File: src/rtl/cal_rtc_pkg.sv
package cal_rtc_pkg;
  localparam int ADDR_W  = 5;
  localparam int DATA_W  = 8;
  localparam int ALARM_N = 5;   // minute, hour, day, month, year
  localparam int AFLD_W  = 7;
  localparam int IV_W    = 16;

  typedef struct packed {
    logic [6:0] yr;
    logic [3:0] mon;
    logic [4:0] day;
    logic [2:0] dow;
    logic [4:0] hr;
    logic [5:0] min;
    logic [5:0] sec;
  } cal_time_t;

  localparam cal_time_t TIME_RST = '{yr: 7'd0, mon: 4'd1, day: 5'd1, dow: 3'd0,
                                     hr: 5'd0, min: 6'd0, sec: 6'd0};

  localparam logic [ADDR_W-1:0] A_SEC    = 5'd0;
  localparam logic [ADDR_W-1:0] A_MIN    = 5'd1;
  localparam logic [ADDR_W-1:0] A_HR     = 5'd2;
  localparam logic [ADDR_W-1:0] A_DAY    = 5'd3;
  localparam logic [ADDR_W-1:0] A_MON    = 5'd4;
  localparam logic [ADDR_W-1:0] A_YR     = 5'd5;
  localparam logic [ADDR_W-1:0] A_DOW    = 5'd6;
  localparam logic [ADDR_W-1:0] A_COMMIT = 5'd7;
  localparam logic [ADDR_W-1:0] A_AL0    = 5'd8;
  localparam logic [ADDR_W-1:0] A_AMASK  = 5'd13;
  localparam logic [ADDR_W-1:0] A_IV_LO  = 5'd14;
  localparam logic [ADDR_W-1:0] A_IV_HI  = 5'd15;
  localparam logic [ADDR_W-1:0] A_TCTRL  = 5'd16;

  function automatic logic [4:0] month_len(input logic [3:0] m, input logic [6:0] y);
    case (m)
      4'd2:                      month_len = (y[1:0] == 2'b00) ? 5'd29 : 5'd28;
      4'd4, 4'd6, 4'd9, 4'd11:   month_len = 5'd30;
      default:                   month_len = 5'd31;
    endcase
  endfunction
endpackage

File: src/rtl/cal_rtc_presc.sv
module cal_rtc_presc #(
  parameter int DIV = 32768
) (
  input  logic clk,
  input  logic rst,
  input  logic sub_en,
  output logic tick
);
  localparam int PW = (DIV > 1) ? $clog2(DIV) : 1;
  localparam logic [PW-1:0] LAST = PW'(DIV - 1);

  logic [PW-1:0] cnt;

  assign tick = sub_en && (cnt == LAST);

  always_ff @(posedge clk) begin
    if (rst)          cnt <= '0;
    else if (tick)    cnt <= '0;
    else if (sub_en)  cnt <= cnt + 1'b1;
  end
endmodule

File: src/rtl/cal_rtc_calendar.sv
module cal_rtc_calendar
  import cal_rtc_pkg::*;
(
  input  logic      clk,
  input  logic      rst,
  input  logic      tick,
  input  logic      load_req,
  input  cal_time_t load_val,
  output cal_time_t cur,
  output logic      min_wrap
);
  cal_time_t  nxt;
  logic [4:0] mlen;

  always_comb begin
    nxt  = cur;
    mlen = month_len(cur.mon, cur.yr);
    if (cur.sec != 6'd59) nxt.sec = cur.sec + 6'd1;
    else begin
      nxt.sec = 6'd0;
      if (cur.min != 6'd59) nxt.min = cur.min + 6'd1;
      else begin
        nxt.min = 6'd0;
        if (cur.hr != 5'd23) nxt.hr = cur.hr + 5'd1;
        else begin
          nxt.hr  = 5'd0;
          nxt.dow = (cur.dow == 3'd6) ? 3'd0 : cur.dow + 3'd1;
          if (cur.day < mlen) nxt.day = cur.day + 5'd1;
          else begin
            nxt.day = 5'd1;
            if (cur.mon != 4'd12) nxt.mon = cur.mon + 4'd1;
            else begin
              nxt.mon = 4'd1;
              nxt.yr  = (cur.yr == 7'd99) ? 7'd0 : cur.yr + 7'd1;
            end
          end
        end
      end
    end
  end

  always_ff @(posedge clk) begin
    if (rst) begin
      cur      <= TIME_RST;
      min_wrap <= 1'b0;
    end else begin
      min_wrap <= tick && !load_req && (cur.sec == 6'd59);
      if (tick) cur <= load_req ? load_val : nxt;
    end
  end
endmodule

File: src/rtl/cal_rtc_alarm.sv
module cal_rtc_alarm
  import cal_rtc_pkg::*;
(
  input  logic                           clk,
  input  logic                           rst,
  input  cal_time_t                      cur,
  input  logic                           min_wrap,
  input  logic [ALARM_N-1:0][AFLD_W-1:0] al_val,
  input  logic [ALARM_N-1:0]             al_mask,
  output logic                           irq
);
  logic [ALARM_N-1:0][AFLD_W-1:0] now_f;
  logic [ALARM_N-1:0]             hit;

  assign now_f[0] = {1'b0, cur.min};
  assign now_f[1] = {2'b0, cur.hr};
  assign now_f[2] = {2'b0, cur.day};
  assign now_f[3] = {3'b0, cur.mon};
  assign now_f[4] = cur.yr;

  for (genvar i = 0; i < ALARM_N; i++) begin : g_cmp
    assign hit[i] = !al_mask[i] || (now_f[i] == al_val[i]);
  end

  always_ff @(posedge clk) begin
    if (rst) irq <= 1'b0;
    else     irq <= min_wrap && (|al_mask) && (&hit);
  end
endmodule

File: src/rtl/cal_rtc_timer.sv
module cal_rtc_timer #(
  parameter int IW = 16
) (
  input  logic          clk,
  input  logic          rst,
  input  logic          tick,
  input  logic          ld,
  input  logic          ld_en,
  input  logic          ld_per,
  input  logic [IW-1:0] interval,
  output logic          irq,
  output logic          en,
  output logic          per
);
  localparam logic [IW-1:0] ONE = IW'(1);

  logic [IW-1:0] cnt;
  logic [IW-1:0] ld_val;

  assign ld_val = (interval == '0) ? ONE : interval;

  always_ff @(posedge clk) begin
    if (rst) begin
      cnt <= '0;
      en  <= 1'b0;
      per <= 1'b0;
      irq <= 1'b0;
    end else begin
      irq <= tick && en && (cnt == ONE);
      if (tick && en) begin
        if (cnt == ONE) begin
          if (per) cnt <= ld_val;
          else     en  <= 1'b0;
        end else begin
          cnt <= cnt - ONE;
        end
      end
      if (ld) begin
        en  <= ld_en;
        per <= ld_per;
        cnt <= ld_val;
      end
    end
  end
endmodule

File: src/rtl/cal_rtc.sv
module cal_rtc
  import cal_rtc_pkg::*;
#(
  parameter int PRESC_DIV = 32768
) (
  input  logic              clk,
  input  logic              rst,
  input  logic              sub_en,
  input  logic              wr_en,
  input  logic [ADDR_W-1:0] wr_addr,
  input  logic [DATA_W-1:0] wr_data,
  input  logic [ADDR_W-1:0] rd_addr,
  output logic [DATA_W-1:0] rd_data,
  output logic              alarm_irq,
  output logic              timer_irq
);
  logic                           sec_tick;
  logic                           commit_pend;
  logic                           min_wrap;
  cal_time_t                      cur_time;
  cal_time_t                      staged;
  logic [ALARM_N-1:0][AFLD_W-1:0] al_val;
  logic [ALARM_N-1:0]             al_mask;
  logic [IV_W-1:0]                tmr_iv;
  logic                           tmr_en, tmr_per;
  logic [DATA_W-1:0]              rd_mux;

  cal_rtc_presc #(.DIV(PRESC_DIV)) presc_i (
    .clk(clk), .rst(rst), .sub_en(sub_en), .tick(sec_tick));

  cal_rtc_calendar cal_i (
    .clk(clk), .rst(rst), .tick(sec_tick), .load_req(commit_pend),
    .load_val(staged), .cur(cur_time), .min_wrap(min_wrap));

  cal_rtc_alarm alm_i (
    .clk(clk), .rst(rst), .cur(cur_time), .min_wrap(min_wrap),
    .al_val(al_val), .al_mask(al_mask), .irq(alarm_irq));

  cal_rtc_timer #(.IW(IV_W)) tmr_i (
    .clk(clk), .rst(rst), .tick(sec_tick),
    .ld(wr_en && (wr_addr == A_TCTRL)), .ld_en(wr_data[0]), .ld_per(wr_data[1]),
    .interval(tmr_iv), .irq(timer_irq), .en(tmr_en), .per(tmr_per));

  always_ff @(posedge clk) begin
    if (rst) begin
      staged      <= TIME_RST;
      commit_pend <= 1'b0;
      al_val      <= '0;
      al_mask     <= '0;
      tmr_iv      <= '0;
    end else begin
      if (sec_tick && commit_pend) commit_pend <= 1'b0;
      if (wr_en) begin
        case (wr_addr)
          A_SEC:    staged.sec <= wr_data[5:0];
          A_MIN:    staged.min <= wr_data[5:0];
          A_HR:     staged.hr  <= wr_data[4:0];
          A_DAY:    staged.day <= wr_data[4:0];
          A_MON:    staged.mon <= wr_data[3:0];
          A_YR:     staged.yr  <= wr_data[6:0];
          A_DOW:    staged.dow <= wr_data[2:0];
          A_COMMIT: if (wr_data[0]) commit_pend <= 1'b1;
          A_AMASK:  al_mask <= wr_data[ALARM_N-1:0];
          A_IV_LO:  tmr_iv[7:0]  <= wr_data;
          A_IV_HI:  tmr_iv[15:8] <= wr_data;
          default: begin
            for (int i = 0; i < ALARM_N; i++)
              if (wr_addr == A_AL0 + ADDR_W'(i)) al_val[i] <= wr_data[AFLD_W-1:0];
          end
        endcase
      end
    end
  end

  always_comb begin
    rd_mux = '0;
    case (rd_addr)
      A_SEC:    rd_mux = {2'b0, cur_time.sec};
      A_MIN:    rd_mux = {2'b0, cur_time.min};
      A_HR:     rd_mux = {3'b0, cur_time.hr};
      A_DAY:    rd_mux = {3'b0, cur_time.day};
      A_MON:    rd_mux = {4'b0, cur_time.mon};
      A_YR:     rd_mux = {1'b0, cur_time.yr};
      A_DOW:    rd_mux = {5'b0, cur_time.dow};
      A_COMMIT: rd_mux = {7'b0, commit_pend};
      A_AMASK:  rd_mux = {3'b0, al_mask};
      A_IV_LO:  rd_mux = tmr_iv[7:0];
      A_IV_HI:  rd_mux = tmr_iv[15:8];
      A_TCTRL:  rd_mux = {6'b0, tmr_per, tmr_en};
      default: begin
        for (int i = 0; i < ALARM_N; i++)
          if (rd_addr == A_AL0 + ADDR_W'(i)) rd_mux = {1'b0, al_val[i]};
      end
    endcase
  end

  always_ff @(posedge clk) begin
    if (rst) rd_data <= '0;
    else     rd_data <= rd_mux;
  end
endmodule

File: config.mk
export PLATFORM = sky130hd
export DESIGN_NAME = cal_rtc
export DESIGN_NICKNAME = d
export VERILOG_FILES = /design/src/rtl/cal_rtc_pkg.sv /design/src/rtl/cal_rtc_presc.sv /design/src/rtl/cal_rtc_calendar.sv /design/src/rtl/cal_rtc_alarm.sv /design/src/rtl/cal_rtc_timer.sv /design/src/rtl/cal_rtc.sv
export SDC_FILE = /design/constraint.sdc
export NUM_CORES = 1
export LEC_CHECK = 0
export BUFFER_PORTS_ARGS = -buffer_cell sky130_fd_sc_hd__buf_2
export CORE_MARGIN = 10
export CORE_UTILIZATION = 39
export DETAILED_ROUTE_END_ITERATION = 16
export PLACE_DENSITY_LB_ADDON = 0.2
export RECOVER_POWER = 100
export SYNTH_ARGS = -nofsm -noshare
export SYNTH_HDL_FRONTEND = slang
export SYNTH_SLANG_ARGS = --single-unit
export TNS_END_PERCENT = 20
File: constraint.sdc
create_clock -name clk -period 2.91 [get_ports clk]
set_clock_uncertainty 0.15 [all_clocks]
set_input_delay 0.4365 -clock clk [delete_from_list [all_inputs] [get_ports clk]]
set_output_delay 0.4365 -clock clk [all_outputs]
set_load 0.03 [all_outputs]
==> flow_summary.ini <==
[route]
viasPerCell = 5.96
wire_per_inst_um = 20.1
drcViolationCount = 0
drt-pass1-iter-count = 5
dr_total_vias = 8750
routed_wirelength_mm = 29.5
final_antenna_net_count = 0
drtIter0Drc = 982

[sta]
hold_viol = 0
slew_viol_final = 59
setup_violations = 0
slew_headroom_pct = -7.44
worstMarginPinSlew_ps = 1610
fmax_ghz = 0.378
rsz0062_at_grt = no
layout_min_cycle_time_ps = 2650
setup_ws_ps = 262
totalNegativeSetupSlack_ps = 0
timing.final.crit_share_pct = 91.0

[layout]
diodes = 0
final_net_count = 1173
drive_gt1_share_pct = 8.43
area_growth_syn_to_layout_pct = 11.6
final_core_util_pct = 44.0
stdcell_area_um2 = 10300

[yosys]
synth_top_family_by_area = simple AND/OR/NAND/NOR gates
yosys.area_share.simple_pct = 26.0
synth-compound-area-share_pct = 20.2
synthMuxAreaShare_pct = 5.27
synth_area_leader_cell = dfxtp_1
syn_area_um2 = 9190
synth-xor-area-share_pct = 4.29
synthArstFlopShare_pct = 0
synth_common_cells = dfxtp_1 (173), nand2_1 (155), a21oi_1 (106)
synth_fa_ha_area_share_pct = 1.91
ys_seq_area_share_pct = 37.7
ys.flop_type = dfxtp_1
synthCells = 1137
yosysMostFrequentCell = dfxtp_1
yosys-top-cells-area = dfxtp_1 (38%), nand2_1 (6.3%), a21oi_1 (5.8%)
synth.net_count = 1173
yosys_warnings = 0
synth-seq-cells = 173
synth_area_per_cell_um2 = 8.09
synth.distinct_cells = 81
yosys.area.top_type_share_pct = 37.7
synth-edff-count = 0

[setup_path]
cp.arrival_ps = 2860
required_ps = 3130
cp-startpoint = cal_i.cur[25]$_SDFFE_PP1P_
crit_type = reg -> reg
reg2reg_to = cal_i.cur[23]$_SDFFE_PP0P_
crit_path_end_kind = flip-flop
startpoint_type = flip-flop
rr_startpoint = cal_i.cur[25]$_SDFFE_PP1P_
r2r_cells = 10
worstPathMaxFanout = 6
r2r_slack_ps = 260

[placement]
gp_congestion = 0.914
io_buffers = 31
dp_slack_ps = 187
hpwl_mm = 20.0
dpl_cell_area_um2 = 9740

[cts]
cts_setup_buffers = 0
cts.clk_slew.worst_paths_ps = 70
cts.repair.resized = 0
root_buffer = clkbuf_16
postCtsHoldBufs = 0
cts_tree = done
clock_latency_ps = 440
cts_sinks = 173
htreeDepth = 4
clock_tree.buffer_depth = 2
cts_made_buffers = 17

[outcome]
violations = max-capacitance violations, max-slew violations
status = complete, but fails checks

[global_routing]
grt_first_pass_wirelength_mm = 46.5
use_met1_pct = 26.5
gr-usage-met3_pct = 2.50
track_usage_pct = 19.0
grt_pass1_vias = 7903
grt_use_met2_pct = 29.6
gr-total-overflow = 0
antenna_found_initial = 0
top_usage_layer = met2
grt_max_degree = 149

[floorplanning]
start_util_pct = 39.4
die_w_um = 174
core_um2 = 23300
fp.dieArea_um2 = 30100
die_y_um = 174
rows = 56
pin_count = 32

[worst_hold_path]
holdPathStages = 3
hp-class = in -> reg
hold_path.startpoint = wr_data[7]
min_to = tmr_iv[7]$_SDFFE_PP0P_

[power]
power_density_nw_per_um2 = 504
ir_worst_vdd_mv = 0.424
leakagePower_nw = 3.60

[job]
maxCapViolations = 2
==> metrics by stage <==
step                hold WS [ps]  cells  power (mW)
floorplan                    286   1137        2.65
global placement             294   1436        2.76
detailed placement           300   1436        2.76
CTS                         93.7   1468        5.21
global route                 157   1469        5.32
finish                       104   1469        5.17
==> logic make-up after synthesis <==
| logic type | count (synthesis) |
|---|---|
| AND/OR/NAND/NOR | 475 |
| AO/OA/AOI/OAI | 273 |
| flip-flops | 173 |
| buffers and inverters | 110 |
| multiplexers | 47 |
| XOR/XNOR | 45 |
| adder cells (fa/ha/maj) | 14 |
==> cells in the final DEF (no fill, tap or decap), drive strengths merged, types with 21 or more instances in the layout <==
cell type / instances
a22oi: 27
a21oi: 106
dfxtp: 173
nand2: 155
clkbuf: 43
xnor2: 27
nand3: 92
nor2: 84
buf: 47
nor3: 22
mux2i: 45
inv: 25
nor4: 21
o21ai: 27
==> state kept, by name, summed over array words and instances, names as in the netlist <==
name            cells
tmr_iv             16
al_val             35
staged             36
tmr_i.irq           1
cal_i.min_wrap      1
al_mask             5
tmr_i.en            1
tmr_i.cnt          16
commit_pend         1
rd_data             8
tmr_i.per           1
presc_i.cnt        15
cal_i.cur          36
alm_i.irq           1
==> worst max-delay path, stage by stage (launching register included) <==
cell	delay (ps)
dfxtp_1	310
inv_1	70
ha_1	170
nor3b_1	230
ha_1	290
o2111ai_1	260
a211oi_1	70
a211oi_1	510
clkbuf_2	280
a221oi_1	90
nor3_1	140
==> routing by layer <==
metal  up-vias  share of wire (%)
li1       4162                  -
met1      4254                 46
met2       292                 46
met3        42                5.2
met4         0                2.2
met5         -                  0
==> layout make-up <==
type	instances	area [µm²]
Clock buffer	17	425
Clock inverter	15	198
Fill cell	2352	13100
Inverter	18	67.6
Multi-Input combinational cell	854	5280
Sequential cell	173	3460
Tap cell	319	399
Timing Repair Buffer	73	425
==> worst max-delay path by stage <==
| stage | slack [ps] | end | cells after the start |
|---|---|---|---|
| 6_report | 260 | cal_i.cur[23]$_SDFFE_PP0P_ | 10 |
| 5_1_grt | 40 | cal_i.cur[22]$_SDFFE_PP0P_ | 10 |
| 4_1_cts | 140 | cal_i.cur[32]$_SDFFE_PP0P_ | 9 |
| 3_5_place_dp | 190 | cal_i.cur[34]$_SDFFE_PP0P_ | 9 |
| 3_3_place_gp | 270 | cal_i.cur[34]$_SDFFE_PP0P_ | 9 |
| 2_1_floorplan | 130 | cal_i.cur[25]$_SDFFE_PP1P_ | 10 |
==> power breakdown <==
group / total, mW / switching [mW] / internal, mW
Combinational: 0.305 / 0.220 / 0.0849
Clock: 2.46 / 1.08 / 1.39
Sequential: 2.40 / 0.0177 / 2.38
Total: 5.17 / 1.32 / 3.85
Note: power is estimated with default switching activity, not from simulation.
